==> src/rtl/vxf_pkg.sv <==
package vxf_pkg;

  // Matrix geometry is fixed by the output packing: three rows, four lanes.
  localparam int ROWS  = 3;
  localparam int LANES = 4;
  localparam int PAIRS = LANES / 2;
  localparam int ADDR_W = $clog2(ROWS * LANES);

  // Strobes from control to datapath.
  typedef struct packed {
    logic       cfgOpen;   // coefficient writes permitted
    logic       loadVtx;   // capture the accepted vertex
    logic       issue;     // a row enters the multiplier this cycle
    logic [1:0] issueRow;  // which row is being issued
    logic       adv;       // pipeline registers advance
    logic       loadOut;   // capture a packed result pair
    logic       wordSel;   // 0: first output word, 1: second
  } vxfStrobes_t;

endpackage

==> src/rtl/vxf_ctrl.sv <==
module vxf_ctrl
  import vxf_pkg::*;
#(
  parameter int CNT_W = 16
) (
  input  logic             clk,
  input  logic             rstN,
  input  logic             startPulse,
  input  logic [CNT_W-1:0] vtxCount,
  input  logic             inValid,
  output logic             inReady,
  output logic             outValid,
  input  logic             outReady,
  input  logic             s3Row2,
  output logic             donePulse,
  output vxfStrobes_t      strb
);

  logic             busy;
  logic [CNT_W-1:0] inLeft;
  logic [CNT_W-1:0] outLeft;
  logic             holding;
  logic [1:0]       rowCnt;
  logic             bufValid;
  logic             wordSel;
  logic             doneQ;

  logic free, adv, issue, lastRow, accept, loadOut, outFire, lastPair, startIdle;

  always_comb begin
    free      = !bufValid || (outReady && wordSel);
    adv       = !s3Row2 || free;
    issue     = holding && adv;
    lastRow   = (rowCnt == 2'd2);
    inReady   = busy && (inLeft != '0) && (!holding || (issue && lastRow));
    accept    = inValid && inReady;
    loadOut   = s3Row2 && adv;
    outFire   = bufValid && outReady;
    lastPair  = outFire && wordSel && (outLeft == CNT_W'(1));
    startIdle = startPulse && !busy;
  end

  always_ff @(posedge clk or negedge rstN) begin
    if (!rstN) begin
      busy    <= 1'b0;
      inLeft  <= '0;
      outLeft <= '0;
      doneQ   <= 1'b0;
    end else begin
      doneQ <= lastPair || (startIdle && (vtxCount == '0));
      if (startIdle && (vtxCount != '0)) begin
        busy    <= 1'b1;
        inLeft  <= vtxCount;
        outLeft <= vtxCount;
      end else begin
        if (accept) inLeft <= inLeft - CNT_W'(1);
        if (outFire && wordSel) outLeft <= outLeft - CNT_W'(1);
        if (lastPair) busy <= 1'b0;
      end
    end
  end

  always_ff @(posedge clk or negedge rstN) begin
    if (!rstN) begin
      holding <= 1'b0;
      rowCnt  <= 2'd0;
    end else if (accept) begin
      holding <= 1'b1;
      rowCnt  <= 2'd0;
    end else if (issue) begin
      if (lastRow) holding <= 1'b0;
      else         rowCnt  <= rowCnt + 2'd1;
    end
  end

  always_ff @(posedge clk or negedge rstN) begin
    if (!rstN) begin
      bufValid <= 1'b0;
      wordSel  <= 1'b0;
    end else if (loadOut) begin
      bufValid <= 1'b1;
      wordSel  <= 1'b0;
    end else if (outFire) begin
      if (wordSel) begin
        bufValid <= 1'b0;
        wordSel  <= 1'b0;
      end else begin
        wordSel <= 1'b1;
      end
    end
  end

  always_comb begin
    strb.cfgOpen  = !busy;
    strb.loadVtx  = accept;
    strb.issue    = issue;
    strb.issueRow = rowCnt;
    strb.adv      = adv;
    strb.loadOut  = loadOut;
    strb.wordSel  = wordSel;
  end

  assign outValid  = bufValid;
  assign donePulse = doneQ;

  // The second word always follows an accepted first word.
  assert_word1_follows_R4: assert property (@(posedge clk) disable iff (!rstN)
    (bufValid && outReady && !wordSel) |=> (outValid && wordSel));

  // Nothing is taken once the batch has no vertices left.
  assert_no_extra_accept_R6: assert property (@(posedge clk) disable iff (!rstN)
    (inLeft == '0) |-> !inReady);

  // Completion leaves the block idle.
  assert_idle_at_done_R7: assert property (@(posedge clk) disable iff (!rstN)
    donePulse |-> !busy);

  // An empty batch completes on the next cycle.
  assert_zero_count_R8: assert property (@(posedge clk) disable iff (!rstN)
    (startPulse && !busy && (vtxCount == '0)) |=> donePulse);

endmodule

==> src/rtl/vxf_datapath.sv <==
module vxf_datapath
  import vxf_pkg::*;
#(
  parameter int DATA_W     = 16,
  parameter int FRAC_SHIFT = 13
) (
  input  logic                      clk,
  input  logic                      rstN,
  input  vxfStrobes_t               strb,
  input  logic                      cfgWrEn,
  input  logic [ADDR_W-1:0]         cfgAddr,
  input  logic [DATA_W-1:0]         cfgData,
  input  logic [LANES*DATA_W-1:0]   inData,
  output logic [2*DATA_W-1:0]       outData,
  output logic                      s3Row2
);

  localparam int ACC_W = 2 * DATA_W;

  logic signed [DATA_W-1:0] coef [ROWS][LANES];
  logic [ROWS*LANES*DATA_W-1:0] coefFlat;
  logic [LANES*DATA_W-1:0] vtxReg;

  // Coefficient registers: written only while idle.
  always_ff @(posedge clk or negedge rstN) begin
    if (!rstN) begin
      for (int r = 0; r < ROWS; r++)
        for (int c = 0; c < LANES; c++)
          coef[r][c] <= '0;
    end else if (strb.cfgOpen && cfgWrEn) begin
      for (int r = 0; r < ROWS; r++)
        for (int c = 0; c < LANES; c++)
          if (cfgAddr == ADDR_W'(r * LANES + c)) coef[r][c] <= cfgData;
    end
  end

  always_comb begin
    for (int r = 0; r < ROWS; r++)
      for (int c = 0; c < LANES; c++)
        coefFlat[(r*LANES+c)*DATA_W +: DATA_W] = coef[r][c];
  end

  always_ff @(posedge clk or negedge rstN) begin
    if (!rstN)             vtxReg <= '0;
    else if (strb.loadVtx) vtxReg <= inData;
  end

  // Issue: select the row and form four products.
  logic signed [DATA_W-1:0] selCoef [LANES];
  logic signed [ACC_W-1:0]  opA [LANES];
  logic signed [ACC_W-1:0]  opB [LANES];
  logic signed [ACC_W-1:0]  prodNext [LANES];

  always_comb begin
    for (int j = 0; j < LANES; j++) begin
      selCoef[j] = coef[0][j];
      for (int r = 1; r < ROWS; r++)
        if (strb.issueRow == 2'(r)) selCoef[j] = coef[r][j];
      opA[j]      = ACC_W'(selCoef[j]);
      opB[j]      = ACC_W'($signed(vtxReg[j*DATA_W +: DATA_W]));
      prodNext[j] = opA[j] * opB[j];
    end
  end

  // Stage 1: products.
  logic                    s1Valid;
  logic [1:0]              s1Row;
  logic signed [ACC_W-1:0] s1Prod [LANES];

  always_ff @(posedge clk or negedge rstN) begin
    if (!rstN) begin
      s1Valid <= 1'b0;
      s1Row   <= 2'd0;
      for (int j = 0; j < LANES; j++) s1Prod[j] <= '0;
    end else if (strb.adv) begin
      s1Valid <= strb.issue;
      s1Row   <= strb.issueRow;
      for (int j = 0; j < LANES; j++) s1Prod[j] <= prodNext[j];
    end
  end

  // Stage 2: pair sums.
  logic                    s2Valid;
  logic [1:0]              s2Row;
  logic signed [ACC_W-1:0] s2Pair [PAIRS];

  always_ff @(posedge clk or negedge rstN) begin
    if (!rstN) begin
      s2Valid <= 1'b0;
      s2Row   <= 2'd0;
      for (int k = 0; k < PAIRS; k++) s2Pair[k] <= '0;
    end else if (strb.adv) begin
      s2Valid <= s1Valid;
      s2Row   <= s1Row;
      for (int k = 0; k < PAIRS; k++) s2Pair[k] <= s1Prod[2*k] + s1Prod[2*k+1];
    end
  end

  // Stage 3: row total, scale and truncate.
  function automatic logic [DATA_W-1:0] scaleTotal(input logic signed [ACC_W-1:0] p [PAIRS]);
    logic signed [ACC_W-1:0] acc;
    acc = '0;
    for (int k = 0; k < PAIRS; k++) acc = acc + p[k];
    return DATA_W'(acc >>> FRAC_SHIFT);
  endfunction

  logic              s3Valid;
  logic [1:0]        s3Row;
  logic [DATA_W-1:0] s3Coord;

  always_ff @(posedge clk or negedge rstN) begin
    if (!rstN) begin
      s3Valid <= 1'b0;
      s3Row   <= 2'd0;
      s3Coord <= '0;
    end else if (strb.adv) begin
      s3Valid <= s2Valid;
      s3Row   <= s2Row;
      s3Coord <= scaleTotal(s2Pair);
    end
  end

  assign s3Row2 = s3Valid && (s3Row == 2'd2);

  // Collector and output pair.
  logic [DATA_W-1:0]   coord0, coord1;
  logic [2*DATA_W-1:0] word0, word1;

  always_ff @(posedge clk or negedge rstN) begin
    if (!rstN) begin
      coord0 <= '0;
      coord1 <= '0;
    end else if (strb.adv && s3Valid) begin
      if (s3Row == 2'd0) coord0 <= s3Coord;
      if (s3Row == 2'd1) coord1 <= s3Coord;
    end
  end

  always_ff @(posedge clk or negedge rstN) begin
    if (!rstN) begin
      word0 <= '0;
      word1 <= '0;
    end else if (strb.loadOut) begin
      word0 <= {coord1, coord0};
      word1 <= {{DATA_W{1'b0}}, s3Coord};
    end
  end

  assign outData = strb.wordSel ? word1 : word0;

  // Second word never carries anything in its upper half.
  assert_upper_zero_R3: assert property (@(posedge clk) disable iff (!rstN)
    strb.wordSel |-> (outData[2*DATA_W-1:DATA_W] == '0));

  // Coefficients cannot move while a batch runs.
  assert_coef_frozen_R9: assert property (@(posedge clk) disable iff (!rstN)
    !strb.cfgOpen |=> $stable(coefFlat));

endmodule

==> src/rtl/vertex_xform.sv <==
module vertex_xform
  import vxf_pkg::*;
#(
  parameter int DATA_W     = 16,
  parameter int FRAC_SHIFT = 13,
  parameter int CNT_W      = 16
) (
  input  logic                    clk,
  input  logic                    rstN,
  input  logic                    cfgWrEn,
  input  logic [ADDR_W-1:0]       cfgAddr,
  input  logic [DATA_W-1:0]       cfgData,
  input  logic                    startPulse,
  input  logic [CNT_W-1:0]        vtxCount,
  output logic                    donePulse,
  input  logic                    inValid,
  output logic                    inReady,
  input  logic [LANES*DATA_W-1:0] inData,
  output logic                    outValid,
  input  logic                    outReady,
  output logic [2*DATA_W-1:0]     outData
);

  vxfStrobes_t strb;
  logic        s3Row2;

  vxf_ctrl #(.CNT_W(CNT_W)) u_ctrl (
    .clk       (clk),
    .rstN      (rstN),
    .startPulse(startPulse),
    .vtxCount  (vtxCount),
    .inValid   (inValid),
    .inReady   (inReady),
    .outValid  (outValid),
    .outReady  (outReady),
    .s3Row2    (s3Row2),
    .donePulse (donePulse),
    .strb      (strb)
  );

  vxf_datapath #(.DATA_W(DATA_W), .FRAC_SHIFT(FRAC_SHIFT)) u_datapath (
    .clk    (clk),
    .rstN   (rstN),
    .strb   (strb),
    .cfgWrEn(cfgWrEn),
    .cfgAddr(cfgAddr),
    .cfgData(cfgData),
    .inData (inData),
    .outData(outData),
    .s3Row2 (s3Row2)
  );

  // A stalled word is held unchanged.
  assert_stall_hold_R5: assert property (@(posedge clk) disable iff (!rstN)
    (outValid && !outReady) |=> (outValid && $stable(outData)));

endmodule

==> config.mk <==
export PLATFORM = sky130hd
export DESIGN_NAME = vertex_xform
export DESIGN_NICKNAME = d
export VERILOG_FILES = /design/src/rtl/vxf_pkg.sv /design/src/rtl/vxf_ctrl.sv /design/src/rtl/vxf_datapath.sv /design/src/rtl/vertex_xform.sv
export SDC_FILE = /design/constraint.sdc
export NUM_CORES = 2
export LEC_CHECK = 0
export ABC_AREA = 1
export BUFFER_PORTS_ARGS = -buffer_cell sky130_fd_sc_hd__buf_2
export CORE_ASPECT_RATIO = 1.25
export CORE_UTILIZATION = 27
export CTS_BUF_LIST = sky130_fd_sc_hd__clkbuf_8 sky130_fd_sc_hd__clkbuf_16
export DETAILED_ROUTE_END_ITERATION = 10
export GPL_TIMING_DRIVEN = 0
export PLACE_DENSITY_LB_ADDON = 0.05
export SLEW_MARGIN = 20
export SYNTH_ARGS = -nofsm -noshare
export SYNTH_HDL_FRONTEND = slang
export SYNTH_SLANG_ARGS = --single-unit
export TNS_END_PERCENT = 20
==> constraint.sdc <==
create_clock -name clk -period 7.7 [get_ports clk]
set_input_delay 0.385 -clock clk [delete_from_list [all_inputs] [get_ports clk]]
set_output_delay 0.385 -clock clk [all_outputs]
set_load 0.01 [all_outputs]
# == Word level (Yosys, flattened, before mapping) ==
# Index checks and enable logic that the tools add are counted.
# totals
reg_bits,574
out_inout_bits,35
# op_classes
n_addsub,6
multipliers,4
n_eq_ne,17
muxes,27
n_reduce_logical,53
# op_table
operator,n
$mux W16,12
$mul A16 B16 Y29,4
$add A29 B29 Y29,3
$reduce_and A2 Y1,17
$mux W32,1
$reduce_bool A16 Y1,2
$sub A16 B1 Y16 const B,2
$eq A16 B1 Y1 const B,1
$eq A4 B3 Y1 const B,4
$eq A4 B4 Y1 const B,4
$logic_and A1 B1 Y1,16
$logic_not A16 Y1,1
$reduce_bool A2 Y1,7
$mux W1,11
$eq A4 B2 Y1 const B,2
$mux W2,3
$eq A2 B1 Y1 const B,2
$eq A2 B2 Y1 const B,2
$eq A4 B1 Y1 const B,1
$logic_not A1 Y1,4
$logic_not A4 Y1,1
$logic_or A1 B1 Y1,4
$add A2 B1 Y2 const B,1
$logic_not A2 Y1,1
$ne A2 B2 Y1 const B,1

# == Depth between registers and ports, before layout ==
# depth
ltp_word,11
mapped_depth,37

# == Hierarchy ==
# A second synthesis with hierarchy kept.
# unflattened
cells_unflattened,8184
hier_area_um2,65450.3
# by_module_without_submodules
mod,n_inst,cells_per_inst,area_each_um2
vxf_datapath,1,7749,62568.8
vxf_ctrl,1,435,2881.5

# == Worst setup path after synthesis ==
# Ideal clock, no wire load.
# synth_path
path_kind,register -> register
from,reg u_ctrl.rowCnt[0]
to,reg u_datapath.s1Prod[53] (netlist name)
setup_time_ps,118
t_arrival_ps,6370
setup_slack_ps,1212
path_stages_with_launch,31
path_buffers,4
cell_sequence,dfrtp_1 inv_1 ha_1 inv_2 buf_4 buf_6 buf_6 buf_2 or2_2 nand2_1 nor2_1 fa_1 inv_1 fa_1 inv_1 fa_1 fa_1 fa_1 inv_1 fa_1 inv_1 ha_1 a21oi_1 o21ai_0 a21oi_1 nand2_1 a31oi_1 inv_1 or2_2 nand3_1 nand2_1
# synth_between
elab_chain_len,4
word_cells_on_any_way,5
classes_between,1 x mul; 2 x eq/ne; 2 x mux
# synth_lines
element,line,rtl
"start, declared",vxf_ctrl.sv:23,logic [1:0] rowCnt;
"start signal, assigned",vxf_ctrl.sv:72,else rowCnt <= rowCnt + 2'd1;
$eq A2 B1 Y1,vxf_datapath.sv:58,if (strb.issueRow == 2'(r)) selCoef[j] = coef[r][j];
$mux W16,vxf_datapath.sv:58,
$mux W16 (*),vxf_datapath.sv:58,
$mul A16 B16 Y29 (*),vxf_datapath.sv:61,prodNext[j] = opA[j] * opB[j];
"end, declared",vxf_datapath.sv:68,logic signed [ACC_W-1:0] s1Prod [LANES];
# Mark *: on every way between the ends. The rest lies on a longest branch, timed or not.
# A chain may end at the register's enable or synchronous reset.

# == Final worst setup path ==
# layout_path
from,reg u_ctrl.rowCnt[0]
to,reg u_datapath.s1Prod[124] (netlist name)
# Same word-level chain as after synthesis.

==> flow_summary.json <==
{
  "status": "finished clean",
  "maxSlewViolCount": 0,
  "relSlewSlack_pct": 22.7,
  "cp_top_family": "adder cells",
  "rsz0062_at_grt": "yes",
  "place.gp.congestion": 0.859,
  "cp_num_buf_inv": 6,
  "numCtsBuffers": 74,
  "yosys.area_share.simple_pct": 21.3,
  "start_util_pct": 27.2,
  "vias_per_cell": 4.61,
  "start_kind": "register",
  "syn_area_per_cell_um2": 7.99,
  "core_mm2": 0.241,
  "setup_tns_ps": 0,
  "wire_per_inst_um": 22.1,
  "ys_ff_latch": 574,
  "synth_compound_area_share_pct": 7.97,
  "synth_top_family_by_area": "adder cells",
  "grt-ovfl-total": 0,
  "syn_nets": 9662,
  "synth_xor_xnor_area_share_pct": 1.21,
  "finalCritPeriodShare_pct": 98.2,
  "crit_fanout": 11,
  "cp.arrival_ps": 8100,
  "numPortBuffers": 140,
  "synth_cell_type_count": 57,
  "grt_pass1_vias": 57900,
  "fin_util_pct": 31.2,
  "slowest_stage": "fa_2",
  "syn_area_mm2": 0.0655,
  "hold_slack_ps": 47.7,
  "drc": 0,
  "syn_inst": 8198,
  "vias": 54300,
  "grt_pass1_wl_um": 390000,
  "synthToLayoutAreaGrowth_pct": 14.5,
  "nets": 10000,
  "dieHeight_um": 553,
  "seqCellArea_mm2": 0.0144,
  "chipWidth_um": 443,
  "fmax_mhz": 132,
  "dpl.hpwl_um": 215000,
  "antenna_left": 0,
  "rows": 201,
  "dr.pass1.iters": 5,
  "setup.worst_path.class": "register to register",
  "antenna_found_initial": 8,
  "grt_max_degree": 89,
  "drv_cap": 0,
  "cts_tree": "yes",
  "root_buffer": "clkbuf_16",
  "dp_slack_ps": -1230,
  "drt_iter0_markers": 3087,
  "ys_seq_area_share_pct": 21.9,
  "tightest_slew_ps": 1160,
  "worst_skew_pair.late_latency_ps": 730,
  "nFillCells": 25900,
  "multi_input_area_mm2": 0.0448,
  "pin_count": 141,
  "die-area_mm2": 0.245,
  "finalSetupViolCount": 0,
  "grtUsageTotal_pct": 21.5,
  "yosysWarningCount": 0,
  "synth_fa_ha_area_share_pct": 36.9,
  "hold_class": "primary input to register",
  "endpoint_kind": "register",
  "finalHoldViolCount": 0,
  "synthMuxAreaShare_pct": 0,
  "critPathMaxStageDelay_ps": 660,
  "h-tree-depth": 3,
  "clk_path_buf_depth": 3,
  "drive_gt1_share_pct": 8.14,
  "finClkSkew_ps": 77.8,
  "period_minus_slack_ps": 7560,
  "critPathRequiredTime_ps": 8240,
  "path_clk_slew_ps": 60,
  "final_common_cell": "nand2_1",
  "totalWireLength_um": 260000,
  "final_cell_mix": "nand2_1, inv_1, fa_1, nor2_1, dfrtp_1",
  "fin_ws_ps": 141,
  "clock_sinks": 574
}
-- layer usage --
layer / vias up / GRT usage [%] / wire [um]
li1: 25700 / - / -
met1: 27400 / 28.2 / 115000
met2: 1009 / 38.4 / 131000
met3: 212 / 1.73 / 8640
met4: 2 / 4.62 / 5800
met5: - / 0 / 20
-- final cells by class --
class                           count  share of cell area (%)
Tap cell                         3146                    5.25
Antenna cell                        4                  0.0133
Buffer                            236                    1.55
Inverter                         1586                    8.05
Sequential cell                   574                    19.1
Clock buffer                       86                    2.70
Clock inverter                     48                   0.632
Timing Repair Buffer              290                    3.02
Multi-Input combinational cell   5800                    59.7
-- worst paths after layout --
kind	from	endpoint	slack [ps]	depth (start not counted)
min in group asynchronous	rstN	u_datapath.vtxReg[57]	100	2
max	u_ctrl.rowCnt[0]	u_datapath.s1Prod[124]	140	26
min reg2reg	u_datapath.s1Row[1]	u_datapath.s2Row[1]	450	2
max in group asynchronous	rstN	u_datapath.s1Prod[102]	5970	5
max reg2reg	u_ctrl.rowCnt[0]	u_datapath.s1Prod[124]	140	26
min	cfgData[0]	u_datapath.coef[128]	50	3
-- worst min-delay path, cell delays in order --
cell     delay (ps)
buf_2            80
inv_1            70
o21ai_0         160
-- kinds of logic (layout without fill, tap and decap cells) --
group | after synthesis | count (layout)
buffers and inverters | 1824 | 2246
DFF | 574 | 574
AOI/OAI and AO/OA | 930 | 930
other | 0 | 4
adders and majority gates | 1358 | 1358
and+or+nand+nor | 3422 | 3422
xor gates and xnor gates | 90 | 90
-- cells in the mapped netlist, drive strengths merged --
master / n / share of area (%)
nand4: 45 / 0.43
o31ai: 7 / 0.080
dfrtp: 574 / 22
a31o: 3 / 0.040
nor2: 773 / 4.4
o2111ai: 1 / 0.013
o221ai: 6 / 0.080
nor3b: 2 / 0.023
and2: 3 / 0.029
or2: 106 / 1.0
o21ai: 553 / 4.5
inv: 1568 / 9.0
a21oi: 219 / 1.7
a221oi: 2 / 0.027
a31oi: 25 / 0.24
o311ai: 3 / 0.040
a21o: 28 / 0.32
o21a: 14 / 0.16
clkinv: 18 / 0.10
xnor2: 47 / 0.64
a211oi: 9 / 0.10
a21boi: 9 / 0.13
buf: 78 / 0.66
nand2: 2067 / 12
nor3: 62 / 0.48
xor2: 43 / 0.57
nand3b: 21 / 0.25
ha: 400 / 7.6
fa: 958 / 29
o21bai: 28 / 0.32
o22ai: 1 / 0.0096
nand2b: 1 / 0.0096
and3: 1 / 0.0096
nor4: 14 / 0.13
nand3: 327 / 2.5
clkbuf: 160 / 0.92
o211ai: 22 / 0.25
-- metrics by stage --
stage / cell area [um^2] / std cells
2_1_floorplan: 65500 / 8198
6_report: 75000 / 11800
3_3_place_gp: 70200 / 11500
5_1_grt: 75000 / 11800
3_5_place_dp: 70400 / 11500
4_1_cts: 74500 / 11700
-- sequential cells by signal (all words and copies together), names as in the netlist, 2 cells and up --
name	count
u_ctrl.inLeft	16
u_ctrl.outLeft	16
u_datapath.s3Row	2
u_datapath.coef	192
u_datapath.s1Row	2
u_datapath.s3Coord	16
u_ctrl.rowCnt	2
u_datapath.word0	32
u_datapath.coord0	16
u_datapath.coord1	16
u_datapath.word1	16
u_datapath.s2Pair	58
u_datapath.vtxReg	64
u_datapath.s1Prod	116
u_datapath.s2Row	2
-- repair_timing --
item / 4_1_cts / 5_1_grt
setup endpoints to repair: 70 / 50
hold buffers: 80 / 0
hold endpoints to repair: 270 / 0
gates resized for setup: 124 / 117
buffers inserted: 36 / 25
pin swaps: 9 / 10
Power is not shown: default switching activity piles up to over one toggle a cycle in this logic, so the estimate is an artifact.
